`src/rtl/mgw_pkg.sv`:
```
package mgw_pkg;
   typedef enum logic [2:0] {
      ST_IDLE,
      ST_RD_PATH,
      ST_CMD,
      ST_RCD,
      ST_RD_DATA,
      ST_WR_ACK,
      ST_WR_STREAM
   } mgw_state_e;
endpackage

```
`src/rtl/mgw_countdown.sv`:
```
module mgw_countdown #(
   parameter int W = 8
) (
   input  logic         clk,
   input  logic         rst_n,
   input  logic         load,
   input  logic [W-1:0] load_val,
   output logic [W-1:0] cnt
);
   generate
      if (W < 1) begin : g_bad_w
         $error("mgw_countdown: W must be at least 1");
      end
   endgenerate

   always_ff @(posedge clk or negedge rst_n) begin
      if (!rst_n)            cnt <= '0;
      else if (load)         cnt <= load_val;
      else if (cnt != '0)    cnt <= cnt - 1'b1;
   end

   AST_CNT_STEP: assert property (@(posedge clk) disable iff (!rst_n)
      (!load && cnt != '0) |=> (cnt == $past(cnt) - 1'b1));
endmodule

```
`src/rtl/mgw_cmd_pack.sv`:
```
module mgw_cmd_pack #(
   parameter int BANK_W = 3,
   parameter int ROW_W  = 14,
   parameter int COL_W  = 10,
   parameter int BL_W   = 8
) (
   input  logic                          wr,
   input  logic [BL_W-1:0]               burst,
   input  logic [BANK_W+ROW_W+COL_W-1:0] addr,
   output logic [BL_W+BANK_W+ROW_W+COL_W:0] word
);
   localparam int ADDR_W = BANK_W + ROW_W + COL_W;

   logic [BANK_W-1:0] bank;
   logic [ROW_W-1:0]  row;
   logic [COL_W-1:0]  col;

   assign col  = addr[COL_W-1:0];
   assign row  = addr[COL_W +: ROW_W];
   assign bank = addr[ADDR_W-1 -: BANK_W];
   assign word = {wr, burst, bank, row, col};
endmodule

```
`src/rtl/mgw_ctrl.sv`:
```
module mgw_ctrl
   import mgw_pkg::*;
#(
   parameter int BANK_W   = 3,
   parameter int ROW_W    = 14,
   parameter int COL_W    = 10,
   parameter int BL_W     = 8,
   parameter int SRC_W    = 6,
   parameter int TO_W     = 8,
   parameter int T_RCD    = 10,
   parameter int T_CL     = 10,
   parameter int BEAT_CYC = 4
) (
   input  logic                             clk,
   input  logic                             rst_n,
   input  logic                             req_valid,
   output logic                             req_ready,
   input  logic                             req_write,
   input  logic [BANK_W+ROW_W+COL_W-1:0]    req_addr,
   input  logic [BL_W-1:0]                  req_burst,
   input  logic [SRC_W-1:0]                 req_src,
   input  logic [TO_W-1:0]                  ack_timeout,
   output logic                             sw_cmd_en,
   output logic                             sw_rd_en,
   output logic                             sw_wr_en,
   output logic                             setup_valid,
   input  logic                             ack_in,
   output logic                             ack_out,
   input  logic                             teardown_in,
   output logic [SRC_W-1:0]                 path_peer,
   output logic                             cmd_valid,
   output logic [BL_W+BANK_W+ROW_W+COL_W:0] cmd_word,
   output logic                             data_en,
   output logic                             err
);
   localparam int ADDR_W = BANK_W + ROW_W + COL_W;
   localparam int CMD_W  = 1 + BL_W + ADDR_W;
   localparam int PH_MAX = ((2 ** BL_W) - 1) * BEAT_CYC + T_CL + T_RCD;
   localparam int PH_W   = $clog2(PH_MAX + 1);

   generate
      if (T_RCD < 1) begin : g_bad_rcd
         $error("mgw_ctrl: T_RCD must be at least 1");
      end
      if (T_CL < 1) begin : g_bad_cl
         $error("mgw_ctrl: T_CL must be at least 1");
      end
      if (BEAT_CYC < 1) begin : g_bad_beat
         $error("mgw_ctrl: BEAT_CYC must be at least 1");
      end
      if (BANK_W < 1 || ROW_W < 1 || COL_W < 1 || BL_W < 1 || SRC_W < 1 || TO_W < 1) begin : g_bad_w
         $error("mgw_ctrl: all field widths must be at least 1");
      end
   endgenerate

   mgw_state_e        state, state_nx;
   logic              lat_wr;
   logic [BL_W-1:0]   lat_burst;
   logic [ADDR_W-1:0] lat_addr;
   logic [SRC_W-1:0]  lat_src;
   logic              err_q;
   logic              accept;

   logic [PH_W-1:0]   ph_cnt, ph_val, beats;
   logic              ph_load;
   logic [TO_W-1:0]   to_cnt;

   assign accept = req_valid && (state == ST_IDLE);
   assign beats  = PH_W'(lat_burst) * PH_W'(BEAT_CYC);

   // phase timer: row-to-column wait, then column latency plus burst
   always_comb begin
      ph_load = 1'b0;
      ph_val  = '0;
      if (state == ST_CMD) begin
         ph_load = 1'b1;
         ph_val  = PH_W'(T_RCD - 1);
      end else if (state == ST_RCD && ph_cnt == '0 && !lat_wr) begin
         ph_load = 1'b1;
         ph_val  = beats + PH_W'(T_CL - 1);
      end
   end

   mgw_countdown #(.W(PH_W)) i_phase (
      .clk      (clk),
      .rst_n    (rst_n),
      .load     (ph_load),
      .load_val (ph_val),
      .cnt      (ph_cnt)
   );

   mgw_countdown #(.W(TO_W)) i_tmo (
      .clk      (clk),
      .rst_n    (rst_n),
      .load     (accept),
      .load_val (ack_timeout),
      .cnt      (to_cnt)
   );

   mgw_cmd_pack #(.BANK_W(BANK_W), .ROW_W(ROW_W), .COL_W(COL_W), .BL_W(BL_W)) i_pack (
      .wr    (lat_wr),
      .burst (lat_burst),
      .addr  (lat_addr),
      .word  (cmd_word)
   );

   always_comb begin
      state_nx = state;
      unique case (state)
         ST_IDLE:      if (accept) state_nx = req_write ? ST_CMD : ST_RD_PATH;
         ST_RD_PATH:   if (ack_in) state_nx = ST_CMD;
                       else if (to_cnt == '0) state_nx = ST_IDLE;
         ST_CMD:       state_nx = ST_RCD;
         ST_RCD:       if (ph_cnt == '0) state_nx = lat_wr ? ST_WR_ACK : ST_RD_DATA;
         ST_RD_DATA:   if (ph_cnt == '0) state_nx = ST_IDLE;
         ST_WR_ACK:    state_nx = ST_WR_STREAM;
         ST_WR_STREAM: if (teardown_in) state_nx = ST_IDLE;
         default:      state_nx = ST_IDLE;
      endcase
   end

   always_ff @(posedge clk or negedge rst_n) begin
      if (!rst_n) begin
         state     <= ST_IDLE;
         lat_wr    <= 1'b0;
         lat_burst <= '0;
         lat_addr  <= '0;
         lat_src   <= '0;
         err_q     <= 1'b0;
      end else begin
         state <= state_nx;
         err_q <= (state == ST_RD_PATH) && !ack_in && (to_cnt == '0);
         if (accept) begin
            lat_wr    <= req_write;
            lat_burst <= req_burst;
            lat_addr  <= req_addr;
            lat_src   <= req_src;
         end
      end
   end

   assign req_ready   = (state == ST_IDLE);
   assign sw_cmd_en   = (state != ST_IDLE);
   assign sw_rd_en    = !lat_wr && (state inside {ST_RD_PATH, ST_CMD, ST_RCD, ST_RD_DATA});
   assign sw_wr_en    = (state inside {ST_WR_ACK, ST_WR_STREAM});
   assign setup_valid = (state == ST_RD_PATH);
   assign ack_out     = (state == ST_WR_ACK);
   assign cmd_valid   = (state == ST_CMD);
   assign data_en     = ((state == ST_RD_DATA) && (ph_cnt < beats)) || (state == ST_WR_STREAM);
   assign path_peer   = lat_src;
   assign err         = err_q;

   AST_IDLE_RELEASED: assert property (@(posedge clk) disable iff (!rst_n)
      req_ready |-> !(sw_cmd_en || sw_rd_en || sw_wr_en || data_en));
   AST_RD_NO_WR_ROUTE: assert property (@(posedge clk) disable iff (!rst_n)
      sw_rd_en |-> (sw_cmd_en && !sw_wr_en));
   AST_NO_CMD_WO_ACK: assert property (@(posedge clk) disable iff (!rst_n)
      (cmd_valid && !cmd_word[CMD_W-1]) |-> $past(ack_in));
   AST_CMD_SINGLE: assert property (@(posedge clk) disable iff (!rst_n)
      cmd_valid |=> !cmd_valid);
   AST_ERR_RELEASED: assert property (@(posedge clk) disable iff (!rst_n)
      err |-> (req_ready && !sw_cmd_en && !cmd_valid));
   AST_ERR_PULSE: assert property (@(posedge clk) disable iff (!rst_n)
      err |=> !err);
   AST_WR_ACK_ROUTES: assert property (@(posedge clk) disable iff (!rst_n)
      ack_out |-> (sw_wr_en && sw_cmd_en && !sw_rd_en && !setup_valid));
   AST_BUSY_BLOCKS: assert property (@(posedge clk) disable iff (!rst_n)
      (sw_cmd_en && !$past(req_ready)) |-> !req_ready);
endmodule

```
`config.mk`:
```
export PLATFORM = sky130hd
export DESIGN_NAME = mgw_ctrl
export DESIGN_NICKNAME = d
export VERILOG_FILES = /design/src/rtl/mgw_pkg.sv /design/src/rtl/mgw_countdown.sv /design/src/rtl/mgw_cmd_pack.sv /design/src/rtl/mgw_ctrl.sv
export SDC_FILE = /design/constraint.sdc
export NUM_CORES = 1
export LEC_CHECK = 0
export BUFFER_PORTS_ARGS = -buffer_cell sky130_fd_sc_hd__buf_2
export CAP_MARGIN = 20
export CORE_MARGIN = 3
export CORE_UTILIZATION = 35
export CTS_CLUSTER_DIAMETER = 150
export DETAILED_ROUTE_END_ITERATION = 16
export PLACE_DENSITY = 0.63
export SYNTH_ARGS = -nofsm -noshare
export SYNTH_HDL_FRONTEND = slang
export SYNTH_HIERARCHICAL = 1
export SYNTH_SLANG_ARGS = --single-unit
export TNS_END_PERCENT = 50
```
`constraint.sdc`:
```
create_clock -name clk -period 2.12 [get_ports clk]
set_input_delay 0.212 -clock clk [delete_from_list [all_inputs] [get_ports clk]]
set_output_delay 0.212 -clock clk [all_outputs]
set_load 0.005 [all_outputs]
```
; ---- Word level (Yosys, flattened, before mapping)
; Cells that the tools add are included.
; Widths: inputs -> output; s select.
[op_classes]
addsub = 3
n_eq_ne = 11
n_reduce_logical = 21
muxes = 17
n_lt_le_gt_ge = 1
[ops]
columns = operator, count
row1 = $mux 11, 4
row2 = $pmux 3 s7, 1
row3 = $mux 3, 6
row4 = $mux 8, 2
row5 = $add 10x4->11 const B, 1
row6 = $logic_not 11->1, 1
row7 = $lt 11x10->1, 1
row8 = $reduce_bool 11->1, 1
row9 = $sub 11x1->11 const B, 1
row10 = $eq 3x3->1 const B, 3
row11 = $logic_not 8->1, 1
row12 = $reduce_bool 8->1, 1
row13 = $sub 8x1->8 const B, 1
row14 = $logic_and 1x1->1, 7
row15 = $eq 3x2->1 const B, 2
row16 = $ne 2x2->1 const B, 3
row17 = $reduce_bool 2->1, 3
row18 = $reduce_and 5->1, 1
row19 = $reduce_bool 4->1, 1
row20 = $eq 3x1->1 const B, 1
row21 = $logic_not 3->1, 1
row22 = $mux 1, 3
row23 = $ne 3x1->1 const B, 1
row24 = $reduce_bool 3->1, 1
row25 = 4 further kinds, 5
[totals]
word_cells = 61
in_bits = 55
register_bits = 65
out_inout_bits = 51

; ---- Depth between registers and ports, before layout
[depth]
word_depth = 6
depth_mapped = 11

; ---- Cells and area by module
; The synthesis kept the hierarchy.
[modules_own_cells]
columns = mod, cells_per_inst, seq_area_each_um2, area_each_um2, instances
row1 = mgw_ctrl, 203, 1151.1, 2427.3, 1
row2 = mgw_countdown at i_phase, 70, 275.3, 655.6, 1
row3 = mgw_countdown at i_tmo, 50, 200.2, 498.0, 1
row4 = mgw_cmd_pack, 36, 0.0, 270.3, 1

; ---- Worst setup path after synthesis
; Ideal clock, no wire load.
[synth_path]
path_kind = reg2reg
from = reg i_phase.cnt[7]
to = reg i_phase.cnt[5]
path_slack_ps = -153
setup_time_ps = 125
path_stages_with_launch = 8
period_less_slack_ps = 2273
path_buffers = 2
arrival_time_ps = 2148
required_time_ps = 1995
path_cell_list = dfrtp_1 nor4_1 nand3_1 or3_1 buf_2 o21ai_0 clkbuf_1 mux2_2
[synth_via]
elab_chain_len = 6
[synth_lines]
columns = item, line_no
row1 = from (decl), mgw_countdown.sv:8  ; output logic [W-1:0] cnt
row2 = from (signal assigned), mgw_countdown.sv:18  ; else if (load) cnt <= load_val;
row3 = from (signal assigned), mgw_countdown.sv:19  ; else if (cnt != '0) cnt <= cnt - 1'b1;
row4 = $logic_not 11->1 *, mgw_ctrl.sv:78  ; end else if (state == ST_RCD && ph_cnt == '0 && !lat_wr) begin
row5 = $logic_and 1x1->1 * (2 in series), mgw_ctrl.sv:78
row6 = $mux 1 *, mgw_ctrl.sv:78
row7 = $mux 1 *, mgw_ctrl.sv:75  ; if (state == ST_CMD) begin
row8 = net ph_load, mgw_ctrl.sv:65  ; logic ph_load;
row9 = $mux 11 / $reduce_bool 2->1 (equally long branches), --
; Mark *: on every way through the listed nets, which the timed path passes. The rest lies on a longest branch.
; A chain may end at the register's enable or synchronous reset.

; ---- Worst setup path in the final report
[layout_path]
from = reg i_phase.cnt[3]
to = reg i_phase.cnt[8]
; The elaborated chain is that of the path after synthesis.

==> impl_metrics.py <==
metrics = {
    "outcome": {
        "run_status": "finished clean",
    },
    "layout": {
        "utilization_pct": 43.4,
        "multi_input_area_um2": 1770,
        "fin_nets": 509,
        "diodes": 0,
        "final_cells": 584,
        "mostFrequentLayoutCell": "buf_2",
        "syn2layout_area_growth_pct": 18.4,
        "drive_gt1_share_pct": 43.5,
        "nFillCells": 1021,
        "regArea_um2": 1630,
        "final_cell_mix": "buf_2, dfrtp_1, mux2_4",
    },
    "floorplan": {
        "die_h_um": 111,
        "core_area_um2": 10500,
        "initial_utilization_pct": 36.6,
        "ios": 106,
        "die-area_um2": 12300,
        "num_rows": 37,
        "die_w_um": 111,
    },
    "place": {
        "routabilityCongestion": 0.867,
        "numPortBuffers": 105,
        "place_hpwl_mm": 6.35,
        "dp_cells": 564,
    },
    "grt": {
        "grt_max_degree": 66,
        "grt_util_all_layers_pct": 14.1,
        "grt_pass1_wl_mm": 14.2,
        "antenna_found_initial": 0,
        "grt_overflow": 0,
        "grt_pass1_vias": 2918,
    },
    "power": {
        "total_power_mw": 6.96,
        "p_int_mw": 4.37,
        "power_switching_mw": 2.59,
        "switching_share_pct": 37.2,
        "p_leak_nw": 2.14,
        "pwr-share-clk_pct": 17.3,
        "p_per_area_nw_per_um2": 1530,
        "peakVddDrop_v": 0.000618,
        "p_comb_share_pct": 48.3,
        "seq_power_share_pct": 34.4,
    },
    "logic_synthesis": {
        "syn_inst": 359,
        "yosysSeqAreaShare_pct": 42.2,
        "synth_edf_count": 0,
        "syn_avg_cell_area_um2": 10.7,
        "ys_ff_latch": 65,
        "synth-async-reset-ratio_pct": 100,
        "synth_fp_nets": 425,
        "ys_types": 54,
        "yosys_warnings": 6,
        "netlist_area_um2": 3850,
        "synthFlopType": "dfrtp_1",
    },
    "routing": {
        "drt-pass1-iter-count": 4,
        "drc": 0,
        "antenna_left": 0,
        "post_drt_via_cell_ratio": 4.89,
        "totalWireLength_mm": 8.64,
        "dr_total_vias": 2856,
        "first_iter_violations": 131,
        "wl_per_cell_um": 14.8,
    },
    "critical_path": {
        "worstPathCellList": "buf_4 -> nor4_1 -> nand3_1 -> or3_1 -> o21ai_2 -> buf_4 -> or3_1 -> o211ai_1",
        "crit_required_ps": 2340,
        "crit_type": "reg -> reg",
        "start_kind": "flip-flop",
        "reg2reg_to": "i_phase/cnt[8]",
        "cp-end-kind": "flip-flop",
        "r2r_cells": 8,
        "cp_top_family": "simple AND/OR/NAND/NOR gates",
        "path_max_fanout": 11,
        "cpMaxStageDelayCell": "or3_1",
        "crit_buf_inv": 2,
        "max_stage_delay_ps": 410,
        "r2r_start": "i_phase/cnt[3]",
        "regToRegSetupSlack_ps": 30,
        "critical_path_arrival_ps": 2310,
    },
    "clock_network": {
        "clk_pin_slew_ps": 70,
        "clk_path_buf_depth": 2,
        "cts_tree": "yes",
        "clk_latency_ps": 350,
        "cts_root_buf": "clkbuf_8",
        "htreeDepth": 3,
        "clkSinkCount": 65,
        "cts_buffers": 9,
    },
    "min_path": {
        "hp-start": "ack_in",
        "holdPathStages": 2,
        "hold_path.class": "in -> reg",
        "min_to": "err",
    },
    "sta": {
        "finalSetupViolCount": 0,
        "skew_ps": 9.54,
        "fin_setup_tns_ps": 0,
        "grt_setup_unrepaired": "true",
        "finalHoldViolCount": 0,
        "fin_crit_sh_pct": 98.8,
        "slew_violations": 0,
        "tightest_slew_ps": 609,
        "slew_headroom_pct": 58.3,
        "period_needed_ps": 2090,
        "fmax_ghz": 0.477,
    },
    "run": {
        "drv_cap": 0,
    },
}
-- final cells by class --
class                   instances  share of cell area, %
multi-input cells             227                   38.9
flip-flops and latches         65                   35.8
repair buffers                123                   15.2
well taps                     136                   3.73
clock buffers                  11                   3.32
clock inverters                 5                   1.70
inverters                      17                   1.40
-- worst reg2reg max path: stages, from the launching register on --
cell and delay (ps):
dfrtp_1 400, buf_4 140, nor4_1 350, nand3_1 160, or3_1 410, o21ai_2 110, buf_4 200, or3_1 130
o211ai_1 80
-- metrics by stage --
step                      area (µm²)  setup WS [ps]  hold slack (ps)
after floorplan                 3860          -81.4            -83.6
after global placement          4260            146              255
after detailed placement        4260            152              259
after CTS                       4510           9.20             29.5
after global routing            4560          -16.3             39.0
final                           4560           25.5             53.5
-- power groups by stage --
stage / registers [mW] / clock network (mW) / logic (mW)
floorplan: 2.30 / 0 / 2.76
global placement: 2.37 / 0 / 3.22
detailed placement: 2.39 / 0 / 3.27
CTS: 2.38 / 1.24 / 3.30
global route: 2.49 / 1.31 / 3.72
finish: 2.39 / 1.20 / 3.36
-- how the worst max path moves through the flow --
| stage | startpoint | depth (start not counted) | to | slack, ps |
|---|---|---|---|---|
| 2_1_floorplan | i_phase/cnt[7] | 7 | i_phase/cnt[5] | -80 |
| 3_3_place_gp | i_phase/cnt[1] | 7 | i_phase/cnt[8] | 150 |
| 3_5_place_dp | i_phase/cnt[1] | 7 | i_phase/cnt[8] | 150 |
| 4_1_cts | i_phase/cnt[3] | 7 | data_en | 9 |
| 5_1_grt | i_phase/cnt[3] | 8 | i_phase/cnt[8] | -20 |
| 6_report | i_phase/cnt[3] | 8 | i_phase/cnt[8] | 30 |
-- Yosys cell counts (4+ instances only) --
| library cell | count | area, µm² |
|---|---|---|
| or3_1 | 4 | 25.0 |
| clkbuf_1 | 4 | 15.0 |
| o31ai_1 | 8 | 60.1 |
| mux2_4 | 30 | 450 |
| nor2_1 | 27 | 101 |
| ha_1 | 11 | 138 |
| a211oi_1 | 4 | 30.0 |
| inv_1 | 15 | 56.3 |
| nor3_1 | 5 | 25.0 |
| nand2b_1 | 4 | 25.0 |
| nor4_1 | 6 | 37.5 |
| xnor2_1 | 11 | 96.3 |
| buf_4 | 38 | 285 |
| o21ai_0 | 17 | 85.1 |
| nand2_1 | 26 | 97.6 |
| nand3_1 | 12 | 60.1 |
| a21oi_1 | 13 | 65.1 |
| dfrtp_1 | 65 | 1630 |
-- logic make-up after synthesis --
logic type      count (synthesis)  synth area share, %
mux                            37                 13.7
compound gates                 58                 9.55
buf+inv                        67                 12.4
flops                          65                 42.2
xor+xnor                       14                 3.18
simple gates                  106                 15.2
other cells                     1               0.0974
fa+ha+maj                      11                 3.57
-- state kept, by name, summed over array words and instances, names as in the netlist --
register / cells
i_phase/cnt: 11
path_peer: 6
i_tmo/cnt: 8
lat_wr: 1
state: 3
err: 1
lat_addr: 27
lat_burst: 8
-- timing repair --
action	CTS	global route
hold endpoints to repair	65	0
resized for setup	4	11
setup endpoints to repair	1	4
buffers inserted	0	3
hold buffers	1	0
pin swaps	1	3
-- layer usage --
layer	global-route usage, %	vias up	part of all wire [%]
li1	-	1384	-
met1	18.4	1364	45
met2	22.2	92	47
met3	3.49	16	5.5
met4	5.91	0	2.1
met5	0	-	0
Power figures use the tool's default switching activity.
